File: src/rtl/booth_mul_pkg.sv
package booth_mul_pkg;

  typedef enum logic [1:0] {
    SEQ_IDLE    = 2'd0,
    SEQ_ACCUM   = 2'd1,
    SEQ_RESOLVE = 2'd2
  } seq_state_e;

  typedef enum logic [1:0] {
    PP_ZERO = 2'd0,
    PP_ADD  = 2'd1,
    PP_SUB  = 2'd2
  } pp_op_e;

endpackage

File: src/rtl/booth_rst_sync.sv
module booth_rst_sync (
  input  logic clk,
  input  logic rst_n,
  output logic rst_sync_n
);

  logic [1:0] sync_q;

  always_ff @(posedge clk or negedge rst_n) begin
    if (!rst_n) begin
      sync_q <= 2'b00;
    end else begin
      sync_q <= {sync_q[0], 1'b1};
    end
  end

  assign rst_sync_n = sync_q[1];

endmodule

File: src/rtl/booth_recoder.sv
module booth_recoder
  import booth_mul_pkg::*;
#(
  parameter int PW = 64
) (
  input  logic          bit_cur,
  input  logic          bit_prev,
  input  logic [PW-1:0] mcand_shifted,
  output pp_op_e        op,
  output logic [PW-1:0] pp,
  output logic          pp_cin
);

  // Radix-2 digit: pair 01 -> +M, 10 -> -M, 00/11 -> 0
  always_comb begin
    unique case ({bit_cur, bit_prev})
      2'b01:   op = PP_ADD;
      2'b10:   op = PP_SUB;
      default: op = PP_ZERO;
    endcase
  end

  // Negation is one's complement here plus a carry-in supplied downstream
  always_comb begin
    unique case (op)
      PP_ADD:  pp = mcand_shifted;
      PP_SUB:  pp = ~mcand_shifted;
      default: pp = '0;
    endcase
    pp_cin = (op == PP_SUB);
  end

endmodule

File: src/rtl/booth_csa_row.sv
module booth_csa_row #(
  parameter int PW = 64
) (
  input  logic [PW-1:0] in_a,
  input  logic [PW-1:0] in_b,
  input  logic [PW-1:0] in_c,
  input  logic          cin,
  output logic [PW-1:0] sum_o,
  output logic [PW-1:0] carry_o
);

  logic [PW-1:0] maj;

  // One full-adder cell per bit position
  for (genvar g = 0; g < PW; g++) begin : g_fa
    assign sum_o[g] = in_a[g] ^ in_b[g] ^ in_c[g];
    assign maj[g]   = (in_a[g] & in_b[g]) | (in_a[g] & in_c[g]) | (in_b[g] & in_c[g]);
  end

  // Carries move up one weight; the vacant LSB takes the injected carry-in
  assign carry_o = {maj[PW-2:0], cin};

endmodule

File: src/rtl/booth_sequencer.sv
module booth_sequencer
  import booth_mul_pkg::*;
#(
  parameter int STEPS = 32
) (
  input  logic clk,
  input  logic rst_n,
  input  logic start_i,
  output logic load_o,
  output logic step_o,
  output logic resolve_o,
  output logic busy_o,
  output logic done_o
);

  localparam int CW = (STEPS > 1) ? $clog2(STEPS) : 1;
  localparam logic [CW-1:0] LAST = CW'(STEPS - 1);

  seq_state_e    state_q, state_d;
  logic [CW-1:0] cnt_q, cnt_d;
  logic          cnt_en;
  logic          done_q, done_d;

  always_comb begin
    state_d = state_q;
    cnt_d   = cnt_q;
    cnt_en  = 1'b0;
    unique case (state_q)
      SEQ_IDLE: begin
        if (start_i) begin
          state_d = SEQ_ACCUM;
          cnt_d   = '0;
          cnt_en  = 1'b1;
        end
      end
      SEQ_ACCUM: begin
        cnt_en = 1'b1;
        if (cnt_q == LAST) begin
          state_d = SEQ_RESOLVE;
          cnt_d   = '0;
        end else begin
          cnt_d = cnt_q + 1'b1;
        end
      end
      SEQ_RESOLVE: state_d = SEQ_IDLE;
      default:     state_d = SEQ_IDLE;
    endcase
    done_d = (state_q == SEQ_RESOLVE);
  end

  always_ff @(posedge clk or negedge rst_n) begin
    if (!rst_n) begin
      state_q <= SEQ_IDLE;
      done_q  <= 1'b0;
    end else begin
      state_q <= state_d;
      done_q  <= done_d;
    end
  end

  always_ff @(posedge clk or negedge rst_n) begin
    if (!rst_n) begin
      cnt_q <= '0;
    end else if (cnt_en) begin
      cnt_q <= cnt_d;
    end
  end

  assign load_o    = (state_q == SEQ_IDLE) && start_i;
  assign step_o    = (state_q == SEQ_ACCUM);
  assign resolve_o = (state_q == SEQ_RESOLVE);
  assign busy_o    = (state_q != SEQ_IDLE);
  assign done_o    = done_q;

  assert_done_single_R5: assert property (@(posedge clk) disable iff (!rst_n)
    done_o |=> !done_o);

  assert_done_follows_resolve_R4: assert property (@(posedge clk) disable iff (!rst_n)
    done_o |-> $past(state_q) == SEQ_RESOLVE);

  assert_busy_start_ignored_R7: assert property (@(posedge clk) disable iff (!rst_n)
    (state_q == SEQ_ACCUM && cnt_q != LAST && start_i) |=> state_q == SEQ_ACCUM);

  assert_cnt_in_range_R4: assert property (@(posedge clk) disable iff (!rst_n)
    step_o |-> cnt_q <= LAST);

endmodule

File: src/rtl/booth_seq_mul.sv
module booth_seq_mul
  import booth_mul_pkg::*;
#(
  parameter int WIDTH = 32
) (
  input  logic               clk,
  input  logic               rst_n,
  input  logic               start_i,
  input  logic [WIDTH-1:0]   mplier_i,
  input  logic [WIDTH-1:0]   mcand_i,
  output logic [2*WIDTH-1:0] product_o,
  output logic               done_o
);

  localparam int PW = 2 * WIDTH;

  logic rst_sync_n;
  logic load, step, resolve, busy;

  logic [WIDTH-1:0] a_hold_q, b_hold_q;
  logic [WIDTH-1:0] mq_q, mq_d;
  logic             mq_prev_q, mq_prev_d;
  logic [PW-1:0]    mcand_q, mcand_d;
  logic [PW-1:0]    acc_s_q, acc_s_d;
  logic [PW-1:0]    acc_c_q, acc_c_d;
  logic [PW-1:0]    prod_q, prod_d;
  logic             dp_en;

  pp_op_e        op;
  logic [PW-1:0] pp;
  logic          pp_cin;
  logic [PW-1:0] row_sum, row_carry;

  booth_rst_sync u_rst_sync (
    .clk        (clk),
    .rst_n      (rst_n),
    .rst_sync_n (rst_sync_n)
  );

  booth_sequencer #(.STEPS(WIDTH)) u_seq (
    .clk       (clk),
    .rst_n     (rst_sync_n),
    .start_i   (start_i),
    .load_o    (load),
    .step_o    (step),
    .resolve_o (resolve),
    .busy_o    (busy),
    .done_o    (done_o)
  );

  booth_recoder #(.PW(PW)) u_recoder (
    .bit_cur       (mq_q[0]),
    .bit_prev      (mq_prev_q),
    .mcand_shifted (mcand_q),
    .op            (op),
    .pp            (pp),
    .pp_cin        (pp_cin)
  );

  booth_csa_row #(.PW(PW)) u_csa (
    .in_a    (acc_s_q),
    .in_b    (acc_c_q),
    .in_c    (pp),
    .cin     (pp_cin),
    .sum_o   (row_sum),
    .carry_o (row_carry)
  );

  // Next-state of the datapath
  always_comb begin
    mq_d      = mq_q;
    mq_prev_d = mq_prev_q;
    mcand_d   = mcand_q;
    acc_s_d   = acc_s_q;
    acc_c_d   = acc_c_q;
    dp_en     = 1'b0;
    if (load) begin
      dp_en     = 1'b1;
      mq_d      = mplier_i;
      mq_prev_d = 1'b0;
      mcand_d   = {{WIDTH{mcand_i[WIDTH-1]}}, mcand_i};
      acc_s_d   = '0;
      acc_c_d   = '0;
    end else if (step) begin
      dp_en     = 1'b1;
      mq_d      = {mq_q[WIDTH-1], mq_q[WIDTH-1:1]};
      mq_prev_d = mq_q[0];
      mcand_d   = {mcand_q[PW-2:0], 1'b0};
      acc_s_d   = row_sum;
      acc_c_d   = row_carry;
    end
    prod_d = acc_s_q + acc_c_q;
  end

  always_ff @(posedge clk or negedge rst_sync_n) begin
    if (!rst_sync_n) begin
      a_hold_q <= '0;
      b_hold_q <= '0;
    end else if (load) begin
      a_hold_q <= mplier_i;
      b_hold_q <= mcand_i;
    end
  end

  always_ff @(posedge clk or negedge rst_sync_n) begin
    if (!rst_sync_n) begin
      mq_q      <= '0;
      mq_prev_q <= 1'b0;
      mcand_q   <= '0;
      acc_s_q   <= '0;
      acc_c_q   <= '0;
    end else if (dp_en) begin
      mq_q      <= mq_d;
      mq_prev_q <= mq_prev_d;
      mcand_q   <= mcand_d;
      acc_s_q   <= acc_s_d;
      acc_c_q   <= acc_c_d;
    end
  end

  always_ff @(posedge clk or negedge rst_sync_n) begin
    if (!rst_sync_n) begin
      prod_q <= '0;
    end else if (resolve) begin
      prod_q <= prod_d;
    end
  end

  assign product_o = prod_q;

  assert_product_exact_R1: assert property (@(posedge clk) disable iff (!rst_sync_n)
    done_o |-> product_o == ($signed({{WIDTH{a_hold_q[WIDTH-1]}}, a_hold_q}) *
                             $signed({{WIDTH{b_hold_q[WIDTH-1]}}, b_hold_q})));

  assert_product_hold_R6: assert property (@(posedge clk) disable iff (!rst_sync_n)
    !done_o |-> $stable(product_o));

  assert_operands_kept_R7: assert property (@(posedge clk) disable iff (!rst_sync_n)
    (busy && start_i) |=> $stable(a_hold_q) && $stable(b_hold_q));

  assert_recode_legal_R3: assert property (@(posedge clk) disable iff (!rst_sync_n)
    step |-> (op != PP_SUB || mq_prev_q == 1'b0));

endmodule

File: config.mk
export PLATFORM = sky130hd
export DESIGN_NAME = booth_seq_mul
export DESIGN_NICKNAME = d
export VERILOG_FILES = /design/src/rtl/booth_mul_pkg.sv /design/src/rtl/booth_rst_sync.sv /design/src/rtl/booth_recoder.sv /design/src/rtl/booth_csa_row.sv /design/src/rtl/booth_sequencer.sv /design/src/rtl/booth_seq_mul.sv
export SDC_FILE = /design/constraint.sdc
export NUM_CORES = 1
export LEC_CHECK = 0
export BUFFER_PORTS_ARGS = -buffer_cell sky130_fd_sc_hd__buf_2
export CAP_MARGIN = 20
export CORE_MARGIN = 8
export CORE_UTILIZATION = 35
export CTS_BUF_LIST = sky130_fd_sc_hd__clkbuf_8
export DETAILED_ROUTE_END_ITERATION = 10
export PLACE_DENSITY_LB_ADDON = 0.25
export SLEW_MARGIN = 10
export SYNTH_ARGS = -nofsm -noshare
export SYNTH_HDL_FRONTEND = slang
export SYNTH_SLANG_ARGS = --single-unit
File: constraint.sdc
create_clock -name clk -period 10.7 [get_ports clk]
set_input_delay 0.535 -clock clk [delete_from_list [all_inputs] [get_ports clk]]
set_output_delay 0.535 -clock clk [all_outputs]
set_load 0.02 [all_outputs]
# After elaboration in Yosys (flattened, before gate mapping)
# Index checks and enable logic that the tools add are counted.
# classes
n_addsub	2
reduce_logical	8
n_bitwise	444
n_mux	22
eq_ne	9
# op_table
op	n
$mux 64	6
$and 1x1->1	189
$pmux 64 s2	1
$xor 1x1->1	128
$or 1x1->1	126
$add 64x64->64	1
$not 64->64	1
$mux 32	1
$mux 31	1
$mux 5	2
$pmux 5 s2	1
$pmux 2 s2	2
$eq 2x1->1 const B	3
$eq 2x2->1 const B	3
$reduce_and 2->1	3
$add 5x1->5 const B	1
$eq 5x5->1 const B	1
$mux 1	5
$mux 2	2
$reduce_bool 2->1	2
$reduce_and 3->1	1
$logic_not 2->1	1
$ne 2x1->1 const B	1
$ne 2x2->1 const B	1
other kinds (2)	2
# totals
inputBits	67
reg_bits	299
word_cells	496

# Longest topological paths before layout
# Gate-level depths: netlist (run 1).
# depth
ltp_word	9
mapped_depth	11
ltp_nobuf	11

# Cells and area by module
# Synthesis (run 1) repeated with hierarchy kept, for this count alone.
# hier_totals
cells_unflattened	1704
area_unflattened_um2	18092.4
# by_module_without_submodules
module	area_per_inst_um2	n_inst	cells_per_inst
booth_seq_mul	15541.2	1	1518
booth_csa_row	1292.5	1	65
booth_recoder	828.3	1	83
booth_sequencer	376.6	1	35
booth_rst_sync	53.8	1	3

# Least setup slack after synthesis (run 1)
# Ideal clock, no wire load.
# synth_timing
path_type	register to register
startpoint	reg acc_s_q[14]
endpoint	reg prod_q[53], in the netlist product_o[53]
synth_period_minus_slack_ps	2688
path_buffers	1
path_slack_ps	8012
t_required_ps	10567
stages_incl_launch_ff	12
t_arrival_ps	2555
cell_sequence	dfrtp_1 > ha_1 > buf_2 > a211oi_1 > nor3b_1 > or4b_1 > o21a_1 > a21bo_2 > a21boi_2 > o21ai_0 > xnor2_1 > o21ai_0
# synth_between
elab_chain_cells	1
# synth_lines
element	line	source
start, declared	booth_seq_mul.sv:24	logic [PW-1:0] acc_s_q, acc_s_d;
start signal, assigned	booth_seq_mul.sv:116	acc_s_q <= acc_s_d;
$add 64x64->64	booth_seq_mul.sv:92	prod_d = acc_s_q + acc_c_q;
end signal, assigned	booth_seq_mul.sv:125	prod_q <= prod_d;
end, declared	booth_seq_mul.sv:26	logic [PW-1:0] prod_q, prod_d;
# No other way between the ends.
# A chain may end at the register's enable or synchronous reset.

# Final worst setup path (run 1)
# layout_timing
startpoint	reg acc_c_q[0]
endpoint	reg prod_q[62], in the netlist product_o[62]
# layout_between
elab_chain_cells	1
# layout_lines
element	line	source
start, declared	booth_seq_mul.sv:25	logic [PW-1:0] acc_c_q, acc_c_d;
start signal, assigned	booth_seq_mul.sv:111	acc_c_q <= '0;
start signal, assigned	booth_seq_mul.sv:117	acc_c_q <= acc_c_d;
$add 64x64->64	booth_seq_mul.sv:92	
# No other way between the ends.

==> results of run 1 <==
## worst max-delay path by stage
stage,cells past startpoint,slack [ns],to,start
after floorplan,0,1.75,acc_c_q[0],u_rst_sync.sync_q[1]
after global placement,11,7.42,product_o[50],acc_s_q[0]
after detailed placement,11,7.33,product_o[62],acc_c_q[0]
after CTS,11,7.30,product_o[62],acc_c_q[0]
after global routing,11,7.09,product_o[62],acc_c_q[0]
final,11,7.38,product_o[62],acc_c_q[0]
## final cells by class
cell class                 count  area share, %
antenna                        1        0.01289
sequential                   299          38.57
clock inverter                23          1.038
clock buffer                  77          5.458
multi-input combinational   1314          46.42
timing repair buffer         146          4.034
inverter                      24         0.4640
tap                          622          4.008
## routing by layer
metal	vias up	part of all wire (%)
met5	-	0.028
met4	2	2.6
met3	74	4.9
met2	306	46
met1	6726	47
li1	6547	-
## cell usage after synthesis, drive strengths merged (6+ instances only)
cell / count
dfrtp: 299
nand2: 288
o21ai: 258
a22o: 131
a21oi: 121
clkbuf: 113
a22oi: 65
ha: 65
fa: 64
nor2: 48
xnor2: 35
inv: 24
nand3: 24
nand4: 22
xor2: 22
a21o: 20
o21bai: 19
buf: 13
nor3: 12
a31oi: 10
o31ai: 10
and3: 9
a211oi: 8
nor2b: 7
o21a: 7
nand2b: 6
## worst max-delay path, stage by stage, from the launching register on
cell,delay (ns)
dfrtp_1,0.40
ha_1,0.24
fa_1,0.25
a21oi_2,0.09
o211ai_1,0.29
a22oi_1,0.21
o21ai_0,0.36
nand2_1,0.19
o41ai_2,0.63
a211o_1,0.27
mux2i_1,0.19
nand3_1,0.09
## cells by family after synthesis
| kind of cell | after synthesis | share of synthesized area [%] |
|---|---|---|
| buffers and inverters | 150 | 3.354 |
| AND/OR/NAND/NOR | 433 | 10.82 |
| multiplexers | 6 | 0.3677 |
| other | 1 | 0.02204 |
| adder cells (fa/ha/maj) | 129 | 12.31 |
| flip-flops | 299 | 43.98 |
| AO/OA/AOI/OAI | 688 | 26.22 |
| XOR/XNOR | 57 | 2.934 |
## state kept, by name (all words and copies together) (netlist names)
register           count
acc_c_q               64
u_rst_sync.sync_q      2
mq_prev_q              1
mcand_q               64
u_seq.done_o           1
acc_s_q               64
u_seq.cnt_q            5
product_o             64
u_seq.state_q          2
mq_q                  32
## through the flow
| stage | hold slack (ns) | instances |
|---|---|---|
| 3_5_place_dp | 0.3221 | 2404 |
| 3_3_place_gp | 0.3193 | 2404 |
| 2_1_floorplan | 0.2394 | 1763 |
| 5_1_grt | 0.1141 | 2506 |
| 6_report | 0.1462 | 2506 |
| 4_1_cts | 0.08280 | 2505 |
## report_power, final
| group | internal (mW) | switching, mW | leakage [nW] |
|---|---|---|---|
| clock network | 0.731 | 0.503 | 0.699 |
| registers | 1.70 | 0.536 | 3.71 |
| logic | 1.56 | 2.17 | 4.27 |
==> results.toml, run 1 <==
[global_routing]
grt_max_degree = 156
grt_pass1_vias = 13810
grt_pass1_wl_um = 76720
antenna_found_initial = 3
busiest_layer = "met2"
grt_overflow_total = 0
gr-usage-met1_pct = 23.18
gr-usage-met3_pct = 3.581
grt_use_met2_pct = 26.11
grtUsageTotal_pct = 16.75

[clock_network]
clock-sinks = 299
numCtsBuffers = 55
postCtsSetupBuffers = 0
root_buffer = "clkbuf_8"
clk_pin_slew_ns = 0.06
clkLatencyLatePin_ns = 0.65
ctsResizeCount = 0
cts_hold_buffers = 1
clockBufferDepth = 3
cts.htree.levels = 2
cts_tree = "done"

[synthesis]
syn_avg_cell_area_um2 = 9.650
yosys.area.top_type = "dfrtp_1"
synth_warnings = 0
synth_flop_cell = "dfrtp_1"
synthArstFlopShare_pct = 100.0
synth-seq-cells = 299
synthDistinctLibCells = 71
synth_area_leaders = "dfrtp_1, fa_1, o21ai_0"
syn_nets = 1959
ys_seq_area_share_pct = 43.98
synth-edff-count = 0
synthesis.area_um2 = 17010
synth_top_area_share_pct = 43.98
syn_inst = 1763

[sta]
tightestPinTransition_ns = 1.012
rsz0062_at_grt = "no"
clock_skew_ns = 0.04157
worst_slack_ns = 7.382
fmax_ghz = 0.3014
setup_violations = 0
hold_violations = 0
min_period_ns = 3.318
final_max_slew_viol_count = 0
setup_tns_ns = 0
max_slew_margin_pct = 32.40
fin_crit_sh_pct = 31.01

[run]
maxCapViolCount = 0

[place]
post_dp_cell_area_um2 = 18140
hpwlAfterDp_um = 31530
io_buffer_count = 131
place_congestion = 0.8898
pre_cts_ws_ns = 7.327

[floorplan]
initial_core_util_pct = 35.12
core_region_area_um2 = 48440
ios = 132
rows = 81
die_area_um2 = 55920
die_y_um = 236.5
die_w_um = 236.5

[pwr]
powerDensity_nw_per_um2 = 371.0
p_leak_nw = 8.678
worst_ir_drop_vdd_v = 0.0001190
power_mw = 7.204

[hold_path]
hold_class = "input port to flop"
hp-start = "mplier_i[31]"
hold_end = "mq_q[31]"
whs_path_depth = 2

[final_layout]
fin_nets = 2036
drive_gt1_share_pct = 13.70
multi_input_area_um2 = 9012
fin_area_um2 = 19420
layout_commonest_cell = "dfrtp_1"
mostFrequentLayoutCells = "dfrtp_1, nand2_1, o21ai_0, a22o_1, buf_2"
postLayoutCoreUtil_pct = 40.08
area_growth_pct = 14.12
fillerInstances = 4749
seqCellArea_um2 = 7488

[detailed_routing]
dr.pass1.iters = 5
detail-route-antenna-nets = 0
drtIter0Drc = 920
avgRoutedWirePerCell_um = 18.66
vias = 13660
totalWireLength_um = 46770
drc_errors = 0
vias_per_cell = 5.449

[critical_path]
crit_arrival_ns = 3.85
crit_type = "flop to flop"
end_kind = "flop"
start_kind = "flop"
cp_max_fo = 4
r2r_end = "product_o[62]"
worst_ep_required_time_ns = 11.23
reg2reg_depth = 11
r2r_start = "acc_c_q[0]"
ff2ff_setup_slack_ns = 7.38

[status]
status = "finished, final reports clean"
(Power assumes the default switching activity.)
==> inputs of run 2 (changes only) <==
==> constraint.sdc (replaced) <==
create_clock -name clk -period 3.3 [get_ports clk]
set_input_delay 0.165 -clock clk [delete_from_list [all_inputs] [get_ports clk]]
set_output_delay 0.165 -clock clk [all_outputs]
set_load 0.02 [all_outputs]
==> results.toml, run 2 (synthesis results as in run 1) <==
[place]
post-place-cells = 2421
io_buffer_count = 131
post_dp_cell_area_um2 = 18380
hpwlAfterDp_um = 32290
place_congestion = 0.8731
pre_cts_ws_ns = 0.05129

[pwr]
p_leak_nw = 9.082
power_mw = 23.35
powerDensity_nw_per_um2 = 1153
worst_ir_drop_vdd_v = 0.0003694

[final_layout]
layout_commonest_cell = "dfrtp_1"
mostFrequentLayoutCells = "dfrtp_1, nand2_1, o21ai_0, a22o_1, buf_2"
postLayoutCoreUtil_pct = 41.79
fin_nets = 2119
antenna_cells = 0
drive_gt1_share_pct = 13.79
final_cells = 2587
area_growth_pct = 18.98
fin_area_um2 = 20240

[critical_path]
cpMaxStageDelayCell = "dfrtp_1"
end_kind = "flop"
crit_type = "flop to flop"
critical_path_buf_inv_count = 1
crit_family = "compound AO/OA/AOI/OAI gates"
start_kind = "flop"
cp_num_cells = 11
crit_chain = "ha_1 > a211oi_1 > o311a_1 > o21ba_1 > o21ai_2 > o2111ai_2 > nand2_1 > a31oi_1 > o311ai_0 > buf_4 > nor2_1"
worst_ep_required_time_ns = 3.84
cp_max_fo = 4
cpPeakStageDelay_ns = 0.45
reg2reg_depth = 11
crit_arrival_ns = 3.68

[floorplan]
die_y_um = 236.5
die_w_um = 236.5
initial_core_util_pct = 35.12
die_area_um2 = 55920
ios = 132
core_region_area_um2 = 48440
rows = 81

[hold_path]
hold_class = "input port to flop"
whs_path_depth = 4

[global_routing]
grt_pass1_vias = 14330
antenna_found_initial = 0
grt_pass1_wl_um = 78710
grt_max_degree = 90
grtUsageTotal_pct = 16.96
grt_overflow_total = 0

[detailed_routing]
vias_per_cell = 5.374
detail-route-antenna-nets = 0
vias = 13900
drtIter0Drc = 792
totalWireLength_um = 47050
dr.pass1.iters = 7
drc_errors = 0
avgRoutedWirePerCell_um = 18.19

[clock_network]
cts.htree.levels = 2
cts_tree = "done"
clock-sinks = 299
numCtsBuffers = 56
clk_pin_slew_ns = 0.06
clkLatencyLatePin_ns = 0.67
clockBufferDepth = 3
root_buffer = "clkbuf_8"

[status]
status = "finished, final reports clean"

[sta]
fmax_ghz = 0.3191
whs_ns = 0.2307
tightestPinTransition_ns = 0.8870
setup_violations = 0
rsz0062_at_grt = "no"
final_max_slew_viol_count = 0
fin_crit_sh_pct = 94.97
clock_skew_ns = 0.04471
worst_slack_ns = 0.1661
hold_violations = 0
max_slew_margin_pct = 40.71
setup_tns_ns = 0
min_period_ns = 3.134

[run]
maxCapViolCount = 0
## run 2: worst reg2reg max path, delay by kind of cell, from the launching register on
family / cells / cell delay, ns
AO/OA/AOI/OAI: 7 / 1.75
adder cells (fa/ha/maj): 1 / 0.34
buffers and inverters: 1 / 0.20
flip-flops: 1 / 0.45
AND/OR/NAND/NOR: 2 / 0.29
## run 2: path summary, 6_finish.rpt
| kind | start | endpoint | slack, ns |
|---|---|---|---|
| min in group asynchronous | u_rst_sync.sync_q[1] | mcand_q[20] | 0.29 |
| worst max-delay path | acc_s_q[1] | product_o[63] | 0.17 |
| worst min-delay path | start_i | mcand_q[4] | 0.23 |
| worst max register to register | acc_s_q[1] | product_o[63] | 0.17 |
| worst min register to register | u_rst_sync.sync_q[1] | mcand_q[20] | 0.29 |
| max in group asynchronous | u_rst_sync.sync_q[1] | acc_c_q[51] | 2.14 |
## run 2: layer usage
metal / up-vias / global-route usage (%) / part of all wire [%]
li1: 6708 / - / -
met1: 6822 / 23.10 / 47
met2: 303 / 27.17 / 46
met3: 70 / 3.313 / 4.5
met4: 0 / 5.037 / 2.5
met5: - / 0 / 0
## run 2: where the power goes
group	total (mW)	switching, mW	internal, mW	leakage (nW)
clock network	3.76	1.63	2.13	0.677
registers	7.27	1.75	5.53	3.71
logic	12.3	7.02	5.29	4.70
total	23.3	10.4	12.9	9.08
## run 2: what timing repair did
item / in CTS / in global routing
hold endpoints to repair: 66 / 0
hold buffers: 66 / 0
gates resized for setup: 0 / 4
setup buffers: 0 / 0
setup endpoints to repair: 0 / 8
## run 2: layout make-up
type / count / area, um^2
clock buffers: 73 / 1005
clock inverters: 27 / 173.9
fillers: 4727 / 28200
inverters: 24 / 90.09
multi-input cells: 1314 / 9034
flip-flops and latches: 299 / 7488
well taps: 622 / 778.2
repair buffers: 228 / 1674
